$ cat src/rtl/adcpk_pkg.sv
// Shared types for the DDR ADC packer: packing mode and channel-select decode.
// Assumes exactly four ADC channels and eight output lanes.
package adcpk_pkg;

    localparam int NUM_CH    = 4;
    localparam int CH_IDX_W  = 2;
    localparam int NUM_LANES = 8;

    typedef enum logic [1:0] {
        PK_NONE = 2'd0,
        PK_ONE  = 2'd1,
        PK_TWO  = 2'd2,
        PK_FOUR = 2'd3
    } pack_mode_e;

    typedef struct packed {
        pack_mode_e          mode;
        logic [CH_IDX_W-1:0] base;
    } pack_sel_t;

    // Map a channel-select code to a packing mode and its first channel.
    function automatic pack_sel_t decode_sel(input logic [7:0] code);
        pack_sel_t r;
        r.mode = PK_NONE;
        r.base = '0;
        case (code)
            8'd0:    begin r.mode = PK_ONE;  r.base = 2'd0; end
            8'd2:    begin r.mode = PK_ONE;  r.base = 2'd1; end
            8'd4:    begin r.mode = PK_ONE;  r.base = 2'd2; end
            8'd8:    begin r.mode = PK_ONE;  r.base = 2'd3; end
            8'd3:    begin r.mode = PK_TWO;  r.base = 2'd0; end
            8'd12:   begin r.mode = PK_TWO;  r.base = 2'd2; end
            8'd15:   begin r.mode = PK_FOUR; r.base = 2'd0; end
            default: begin r.mode = PK_NONE; r.base = 2'd0; end
        endcase
        return r;
    endfunction

endpackage

$ cat src/rtl/adcpk_ddr_capture.sv
// DDR capture: registers the bus on the rising and on the falling edge of
// clk_ext, joins each channel's two halves into one sample, and keeps the
// last two complete periods (cur_o newest, prev_o one period older).
// Assumes the rising-edge half is the upper part of the sample.
module adcpk_ddr_capture #(
    parameter int BUS_W       = 29,
    parameter int PINS_PER_CH = 7,
    parameter int NUM_CH      = 4,
    localparam int SAMPLE_W   = 2 * PINS_PER_CH,
    localparam int USED_W     = NUM_CH * PINS_PER_CH
) (
    input  logic                             clk,
    input  logic                             rst_n,
    input  logic [BUS_W-1:0]                 din,
    output logic [NUM_CH-1:0][SAMPLE_W-1:0]  cur_o,
    output logic [NUM_CH-1:0][SAMPLE_W-1:0]  prev_o
);

    logic [USED_W-1:0]                rise_q;
    logic [USED_W-1:0]                fall_q;
    logic [NUM_CH-1:0][SAMPLE_W-1:0]  joined;

    if (BUS_W > USED_W) begin : g_spare
        logic unused_spare_bits;
        assign unused_spare_bits = ^din[BUS_W-1:USED_W];
    end

    // Take the rising-edge half of every channel.
    always_ff @(posedge clk) begin
        if (!rst_n) rise_q <= '0;
        else        rise_q <= din[USED_W-1:0];
    end

    // Take the falling-edge half of every channel.
    always_ff @(negedge clk) begin
        if (!rst_n) fall_q <= '0;
        else        fall_q <= din[USED_W-1:0];
    end

    for (genvar c = 0; c < NUM_CH; c++) begin : g_join
        assign joined[c] = {rise_q[c*PINS_PER_CH +: PINS_PER_CH],
                            fall_q[c*PINS_PER_CH +: PINS_PER_CH]};

        // upper half of the newest sample is the bus two edges back.
        a_r1_rise_half: assert property (@(posedge clk) disable iff (!rst_n)
            ($past(rst_n) && $past(rst_n, 2)) |->
            (cur_o[c][SAMPLE_W-1 -: PINS_PER_CH] ==
             $past(din[c*PINS_PER_CH +: PINS_PER_CH], 2)));
    end

    // Shift complete periods through a two-deep history.
    always_ff @(posedge clk) begin
        if (!rst_n) begin
            cur_o  <= '0;
            prev_o <= '0;
        end else begin
            cur_o  <= joined;
            prev_o <= cur_o;
        end
    end

endmodule

$ cat src/rtl/adcpk_gear.sv
// 2:1 gearing control: divides clk_ext by two into clk_slow_o and issues a
// one-cycle load strobe on the clk_ext edge where clk_slow_o rises. The
// strobe is withheld for the first WARM_SLOW slow rising edges after reset.
module adcpk_gear #(
    parameter int WARM_SLOW = 2,
    localparam int WCNT_W   = $clog2(WARM_SLOW + 1)
) (
    input  logic clk,
    input  logic rst_n,
    output logic clk_slow_o,
    output logic load_o
);

    logic [WCNT_W-1:0] warm_q;
    logic              warm_done;

    assign warm_done = (warm_q == WCNT_W'(WARM_SLOW));

    // Toggle the divided clock on every rising edge out of reset.
    always_ff @(posedge clk) begin
        if (!rst_n) clk_slow_o <= 1'b0;
        else        clk_slow_o <= ~clk_slow_o;
    end

    // Count slow rising edges after reset until warm-up completes.
    always_ff @(posedge clk) begin
        if (!rst_n)                         warm_q <= '0;
        else if (!clk_slow_o && !warm_done) warm_q <= warm_q + 1'b1;
    end

    assign load_o = !clk_slow_o && warm_done;

    // the divided clock alternates on every edge out of reset.
    a_r2_slow_alternates: assert property (@(posedge clk) disable iff (!rst_n)
        $past(rst_n) |-> (clk_slow_o != $past(clk_slow_o)));

endmodule

$ cat src/rtl/adcpk_lane_packer.sv
// Lane packer: decodes the channel-select code, picks one sample per lane
// from the older or newer period, left-justifies it with zero padding, and
// registers all lanes on the load strobe. Assumes eight lanes, four channels.
module adcpk_lane_packer
    import adcpk_pkg::*;
#(
    parameter int SAMPLE_W   = 14,
    parameter int LANE_W     = 16,
    localparam int PAD_W     = LANE_W - SAMPLE_W,
    localparam int HALF      = NUM_LANES / 2,
    localparam int LANES_W   = NUM_LANES * LANE_W
) (
    input  logic                             clk,
    input  logic                             rst_n,
    input  logic                             load,
    input  logic [7:0]                       chan_sel,
    input  logic [NUM_CH-1:0][SAMPLE_W-1:0]  s_old,
    input  logic [NUM_CH-1:0][SAMPLE_W-1:0]  s_new,
    output logic [LANES_W-1:0]               lanes_q
);

    pack_sel_t          dec;
    logic [LANES_W-1:0] lanes_d;

    assign dec = decode_sel(chan_sel);

    for (genvar i = 0; i < NUM_LANES; i++) begin : g_lane
        localparam int USE_NEW  = i / HALF;
        localparam int POS      = i % HALF;
        localparam int TWO_OFF  = POS / (HALF / 2);
        localparam int FOUR_OFF = POS / (HALF / 4);

        logic [CH_IDX_W-1:0] ch;
        logic [SAMPLE_W-1:0] smp;
        logic [LANE_W-1:0]   lane;

        // Choose the channel feeding this lane for the current mode.
        always_comb begin
            case (dec.mode)
                PK_ONE:  ch = dec.base;
                PK_TWO:  ch = dec.base + CH_IDX_W'(TWO_OFF);
                PK_FOUR: ch = CH_IDX_W'(FOUR_OFF);
                default: ch = '0;
            endcase
        end

        // Left-justify the chosen sample; clear the lane for unknown codes.
        always_comb begin
            smp  = (USE_NEW != 0) ? s_new[ch] : s_old[ch];
            lane = '0;
            if (dec.mode != PK_NONE) lane[LANE_W-1 -: SAMPLE_W] = smp;
        end

        assign lanes_d[i*LANE_W +: LANE_W] = lane;

        if (PAD_W > 0) begin : g_pad_chk
            // padding bits of every lane stay zero.
            a_r3_pad_zero: assert property (@(posedge clk) disable iff (!rst_n)
                load |=> (lanes_q[i*LANE_W +: PAD_W] == '0));
        end
    end

    // Register the lanes once per slow cycle.
    always_ff @(posedge clk) begin
        if (!rst_n)    lanes_q <= '0;
        else if (load) lanes_q <= lanes_d;
    end

    // lanes hold whenever no load is issued.
    a_r9_hold_between_loads: assert property (@(posedge clk) disable iff (!rst_n)
        !load |=> $stable(lanes_q));

    // an unsupported code clears every lane.
    a_r8_unknown_code_zero: assert property (@(posedge clk) disable iff (!rst_n)
        (load && dec.mode == PK_NONE) |=> (lanes_q == '0));

    // one-channel mode repeats the older sample across the low half.
    a_r4_single_repeat: assert property (@(posedge clk) disable iff (!rst_n)
        (load && dec.mode == PK_ONE) |=>
        (lanes_q[LANE_W-1 -: SAMPLE_W] == $past(s_old[dec.base]) &&
         lanes_q[(HALF-1)*LANE_W +: LANE_W] == lanes_q[LANE_W-1:0]));

    // four-channel mode puts channel 0's older sample on lane 0.
    a_r6_four_lane0: assert property (@(posedge clk) disable iff (!rst_n)
        (load && dec.mode == PK_FOUR) |=>
        (lanes_q[LANE_W-1 -: SAMPLE_W] == $past(s_old[0])));

endmodule

$ cat src/rtl/ddr_adc_packer.sv
// Top of the DDR ADC capture channel packer: DDR capture, 2:1 gearing into a
// divided clock, and channel-selected packing into eight 16-bit lanes. The
// reserved control inputs are accepted and have no function.
// Assumes din is stable around both edges of clk_ext.
module ddr_adc_packer
    import adcpk_pkg::*;
#(
    parameter int BUS_W       = 29,
    parameter int PINS_PER_CH = 7,
    parameter int LANE_W      = 16,
    parameter int WARM_SLOW   = 2,
    localparam int SAMPLE_W   = 2 * PINS_PER_CH,
    localparam int LANES_W    = NUM_LANES * LANE_W
) (
    input  logic               clk_ext,
    input  logic               rst_n,
    input  logic [BUS_W-1:0]   din,
    input  logic [7:0]         chan_sel,
    input  logic               rsv_inv_data,
    input  logic               rsv_inv_clk,
    input  logic               rsv_lsb_first,
    input  logic [1:0]         rsv_depth,
    input  logic [2:0]         rsv_format,
    output logic               clk_slow,
    output logic [LANES_W-1:0] lanes_o
);

    logic [NUM_CH-1:0][SAMPLE_W-1:0] s_cur;
    logic [NUM_CH-1:0][SAMPLE_W-1:0] s_prev;
    logic                            load;
    logic                            unused_reserved;

    assign unused_reserved = ^{rsv_inv_data, rsv_inv_clk, rsv_lsb_first,
                               rsv_depth, rsv_format};

    adcpk_ddr_capture #(
        .BUS_W       (BUS_W),
        .PINS_PER_CH (PINS_PER_CH),
        .NUM_CH      (NUM_CH)
    ) u_capture (
        .clk    (clk_ext),
        .rst_n  (rst_n),
        .din    (din),
        .cur_o  (s_cur),
        .prev_o (s_prev)
    );

    adcpk_gear #(
        .WARM_SLOW (WARM_SLOW)
    ) u_gear (
        .clk        (clk_ext),
        .rst_n      (rst_n),
        .clk_slow_o (clk_slow),
        .load_o     (load)
    );

    adcpk_lane_packer #(
        .SAMPLE_W (SAMPLE_W),
        .LANE_W   (LANE_W)
    ) u_packer (
        .clk      (clk_ext),
        .rst_n    (rst_n),
        .load     (load),
        .chan_sel (chan_sel),
        .s_old    (s_prev),
        .s_new    (s_cur),
        .lanes_q  (lanes_o)
    );

    // a lane change is only ever seen while the divided clock is high.
    a_r9_change_on_slow_rise: assert property (@(posedge clk_ext) disable iff (!rst_n)
        (lanes_o != $past(lanes_o)) |-> clk_slow);

endmodule

$ cat config.mk
export PLATFORM = sky130hd
export DESIGN_NAME = ddr_adc_packer
export DESIGN_NICKNAME = d
export VERILOG_FILES = /design/src/rtl/adcpk_pkg.sv /design/src/rtl/adcpk_ddr_capture.sv /design/src/rtl/adcpk_gear.sv /design/src/rtl/adcpk_lane_packer.sv /design/src/rtl/ddr_adc_packer.sv
export SDC_FILE = /design/constraint.sdc
export NUM_CORES = 1
export LEC_CHECK = 0
export CELL_PAD_IN_SITES_DETAIL_PLACEMENT = 0
export CELL_PAD_IN_SITES_GLOBAL_PLACEMENT = 1
export CORE_MARGIN = 4
export CORE_UTILIZATION = 30
export DETAILED_ROUTE_END_ITERATION = 7
export GPL_TIMING_DRIVEN = 0
export PLACE_DENSITY_LB_ADDON = 0.1
export RECOVER_POWER = 50
export SYNTH_ARGS = -nofsm -noshare
export SYNTH_HDL_FRONTEND = slang
export SYNTH_SLANG_ARGS = --single-unit
$ cat constraint.sdc
create_clock -name clk_ext -period 4.5 [get_ports clk_ext]
set_clock_uncertainty 0.1 [all_clocks]
set_input_delay 1.125 -clock clk_ext [delete_from_list [all_inputs] [get_ports clk_ext]]
set_output_delay 1.125 -clock clk_ext [all_outputs]
set_load 0.05 [all_outputs]
==> impl_results.md <==
- Syn-to-layout area delta: 29.6%
- Core area: 0.0389 mm²
- Finished Core Util: 39.6%
- # port buffers: 148
- # clock sinks: 283
- Layout cells sized above 1: 8.36%
- Switching share of power: 25.1%
- FILL cells: 4042
- Hold_buf cts: 0
- Clk_lat worst skew: 580 ps
- Die H: 207 µm
- Syn Inst Count: 1257
- Cell Area, Synth: 0.0119 mm²
- Routability cong.: 0.917
- Crit Path Class: input port to flop
- Startpoint types: input port
- Starting Density: 30.6%
- Largest net degree at the start of global routing: 15
- Vias per inst: 5.12
- Clock Tree Buf Depth: 3
- Worst Hold Depth: 1
- Period utilisation layout: 95.5%
- F_max: 233 MHz
- Placed wire-length estimate: 38.4 mm
- Final worst setup slack: 202 ps
- Crit end category: flop
- Setup TNS: 0 ps
- Final Max Slew Viols: 0
- Max-Cap Viols: 0
- Pwr per Cell Area: 388 mW/mm²
- Grt ovf: 0
- Slew margin rel.: 21.4%
- R2R depth: 1
- HP Class: flop to flop
- Seq pwr share: 44.4%
- Avg WL per Cell: 25.0 µm
- Fin crit period: 4300 ps
- Max incr delay on CP: 510 ps
- CTS tree: built
- Cell Int Power: 4.49 mW
- Commonest register cell after synthesis: dfxtp_1
- First DRT Iteration DRCs: 832
- Peak VDD IR: 0.000270 V
- Total GRT Usage: 22.8%
- CTS Root Cell: clkbuf_16
- Initial antenna violation count: 1
- Io pins: 176
- Ys async rst share: 0%
- # DRC: 0
- CP cell instances: clkdlybuf4s50_1 -> nor4_2 -> o21ai_1 -> ha_1 -> nor3_1 -> a41o_1 -> buf_2 -> buf_2 -> buf_2 -> a211oi_1 -> o31ai_1
- Main area contributors after synthesis: dfxtp_1 (48%), mux2i_1 (9.5%), and2_1 (7.5%), nand2_1 (3.7%), nor3_1 (3.6%)
- Worst setup path end: u_packer.lanes_q[31]
- Antenna Diode Count: 0
- Final setup fails: 0
- Crit path max fanout: 10
- Status: finished clean
- RR Startpoint: u_capture.fall_q[18]
- Full die area: 0.0429 mm²
- Comb pwr share: 6.0%
- Leak pwr: 6.41 nW
- PnR Total Power: 5.99 mW
- Setup WS pre-CTS: -1100 ps
- Synth area leader: dfxtp_1
- H-Tree Depth: 2
- Inserted Clock Buffers: 34
- Top cell type's share of synthesized area: 47.6%
- Vias in the first global route: 10400
- Cell area after placement: 0.0141 mm²
- Mean post-synth cell area: 9.47 µm²
- Slowest CP cell: nor4_2
- Crit path launch: chan_sel[5]
- Seq/Total Area, Yosys: 47.6%
- Critical path required time: 4830 ps
- Sw Pwr: 1.50 mW
- Std-Cell Rows: 72
- Clock share of power: 49.6%
- Reg clk slew, reported paths: 60 ps
- Finished Cell Area: 0.0154 mm²
- Post-route ant nets: 0
- Post-CTS setup buffer count: 0
- Final hold vios: 0
- Synth warn: 0
- Slew @ Worst Pin: 1170 ps
- Detailed-route via count: 10400
- Post-synth EDFFs: 0
- Seq cells post-synth: 283
- R2R Path End: u_capture.cur_o[32]
- Reg2Reg Setup Slack: 1540 ps
- Arrival time worst endpoint: 4620 ps
- CP most frequent cell: buf_2
- DRT Wirelength: 50.7 mm
- First-pass GRT wire length: 73.5 mm
- Pre-Repair DR Iteration Count: 8
- Library cells used by synthesis: 43
- Die Wd: 207 µm
- Min-delay src: u_capture.rise_q[16]
- Number of nets in the layout: 1535
## worst min path at each step
stage,to,slack (ps)
2_1_floorplan,u_capture.cur_o[10],310
3_3_place_gp,u_capture.cur_o[36],320
3_5_place_dp,u_capture.cur_o[36],320
4_1_cts,u_capture.cur_o[37],330
5_1_grt,u_capture.cur_o[37],340
6_report,u_capture.cur_o[37],330
## cell usage in the layout, fill, tap and decap left out, types with 4 or more instances in the layout
cell             count
mux2i_1            113
o21ai_0             32
clkbuf_2             8
ha_1                 6
clkbuf_8            11
conb_1              16
inv_1               91
o311ai_1            20
o31ai_1             28
a32o_1              28
and2_0              94
and2_1              48
a21oi_1              4
nor2b_1             31
nand2_1            118
clkbuf_16           36
buf_4               21
o211ai_1            56
nor2_1               4
a211oi_2             6
clkinv_2             4
nor3_1              86
dfxtp_1            283
a211oi_1            50
clkdlybuf4s50_1     79
buf_6                5
buf_2               14
clkbuf_1            77
dlygate4sd3_1       69
o221ai_1            29
o311ai_0             8
## metrics by stage
stage          cells  hold WS, ps
6_report        2025          331
5_1_grt         2025          338
4_1_cts         2025          331
3_5_place_dp    1938          318
3_3_place_gp    1938          316
2_1_floorplan   1272          312
## final cells by class
type                    count  area (µm²)  share of cell area [%]
plain buffers             126         628                    4.07
clock buffers              49        1060                    6.87
clock inverters            40         244                    1.58
inverters                  63         236                    1.53
multi-input cells         798        5470                    35.4
flip-flops and latches    283        5670                    36.7
well taps                 518         648                    4.20
repair buffers            148        1480                    9.60
## Yosys cell counts, types with 2 or more instances
master	n
a211oi_1	50
a211oi_2	6
a21oi_1	4
a31o_2	2
a32o_1	28
and2_1	142
buf_1	2
buf_2	16
buf_4	20
buf_6	5
clkbuf_1	84
dfxtp_1	283
ha_1	6
inv_1	64
mux2i_1	113
nand2_1	118
nor2_1	4
nor2b_1	31
nor3_1	86
o211ai_1	56
o21ai_0	33
o221ai_1	29
o311ai_0	8
o311ai_1	20
o31ai_1	28
or2_2	2
## flip-flops by register name (all words and copies together) (netlist names)
signal             cells
u_capture.cur_o       56
u_capture.fall_q      28
u_gear.warm_q          2
u_capture.prev_o      56
u_capture.rise_q      28
u_gear.clk_slow_o      1
u_packer.lanes_q     112
## worst max-delay path, delay by kind of cell
kind | cells | cell delay (ps)
adder cells (fa/ha/maj) | 1 | 370
buffers and inverters | 4 | 1510
AO/OA/AOI/OAI | 4 | 920
AND/OR/NAND/NOR | 2 | 690
## what timing repair did
item | in CTS | in global routing
hold endpoints to repair | 0 | 0
gates resized for setup | 10 | 15
endpoints found under the setup margin | 111 | 92
## layer usage
layer / part of all wire [%] / GRT usage, %
met1: 46 / 31.7
met2: 45 / 36.3
met3: 5.7 / 3.75
met4: 3.6 / 7.59
met5: 0 / 0
## power groups by stage
stage / clock network (mW) / registers [mW] / logic (mW)
after CTS: 3.02 / 2.65 / 0.360
after floorplan: 0.0394 / 2.66 / 0.214
final: 2.97 / 2.66 / 0.358
after detailed placement: 0.0394 / 2.71 / 0.357
after global routing: 3.16 / 2.66 / 0.388
after global placement: 0.0394 / 2.71 / 0.354
## kinds of logic after synthesis
kind of cell               after synthesis  synth area share [%]
adders and majority gates                6                 0.631
and+or+nand+nor                        393                  17.3
AOI/OAI and AO/OA                      268                  17.6
muxes                                  113                  9.50
other                                    1                0.0315
xor gates and xnor gates                 2                 0.147
DFF                                    283                  47.6
buffers and inverters                  191                  7.14
No activity file was read; power rests on OpenSTA's default activity.
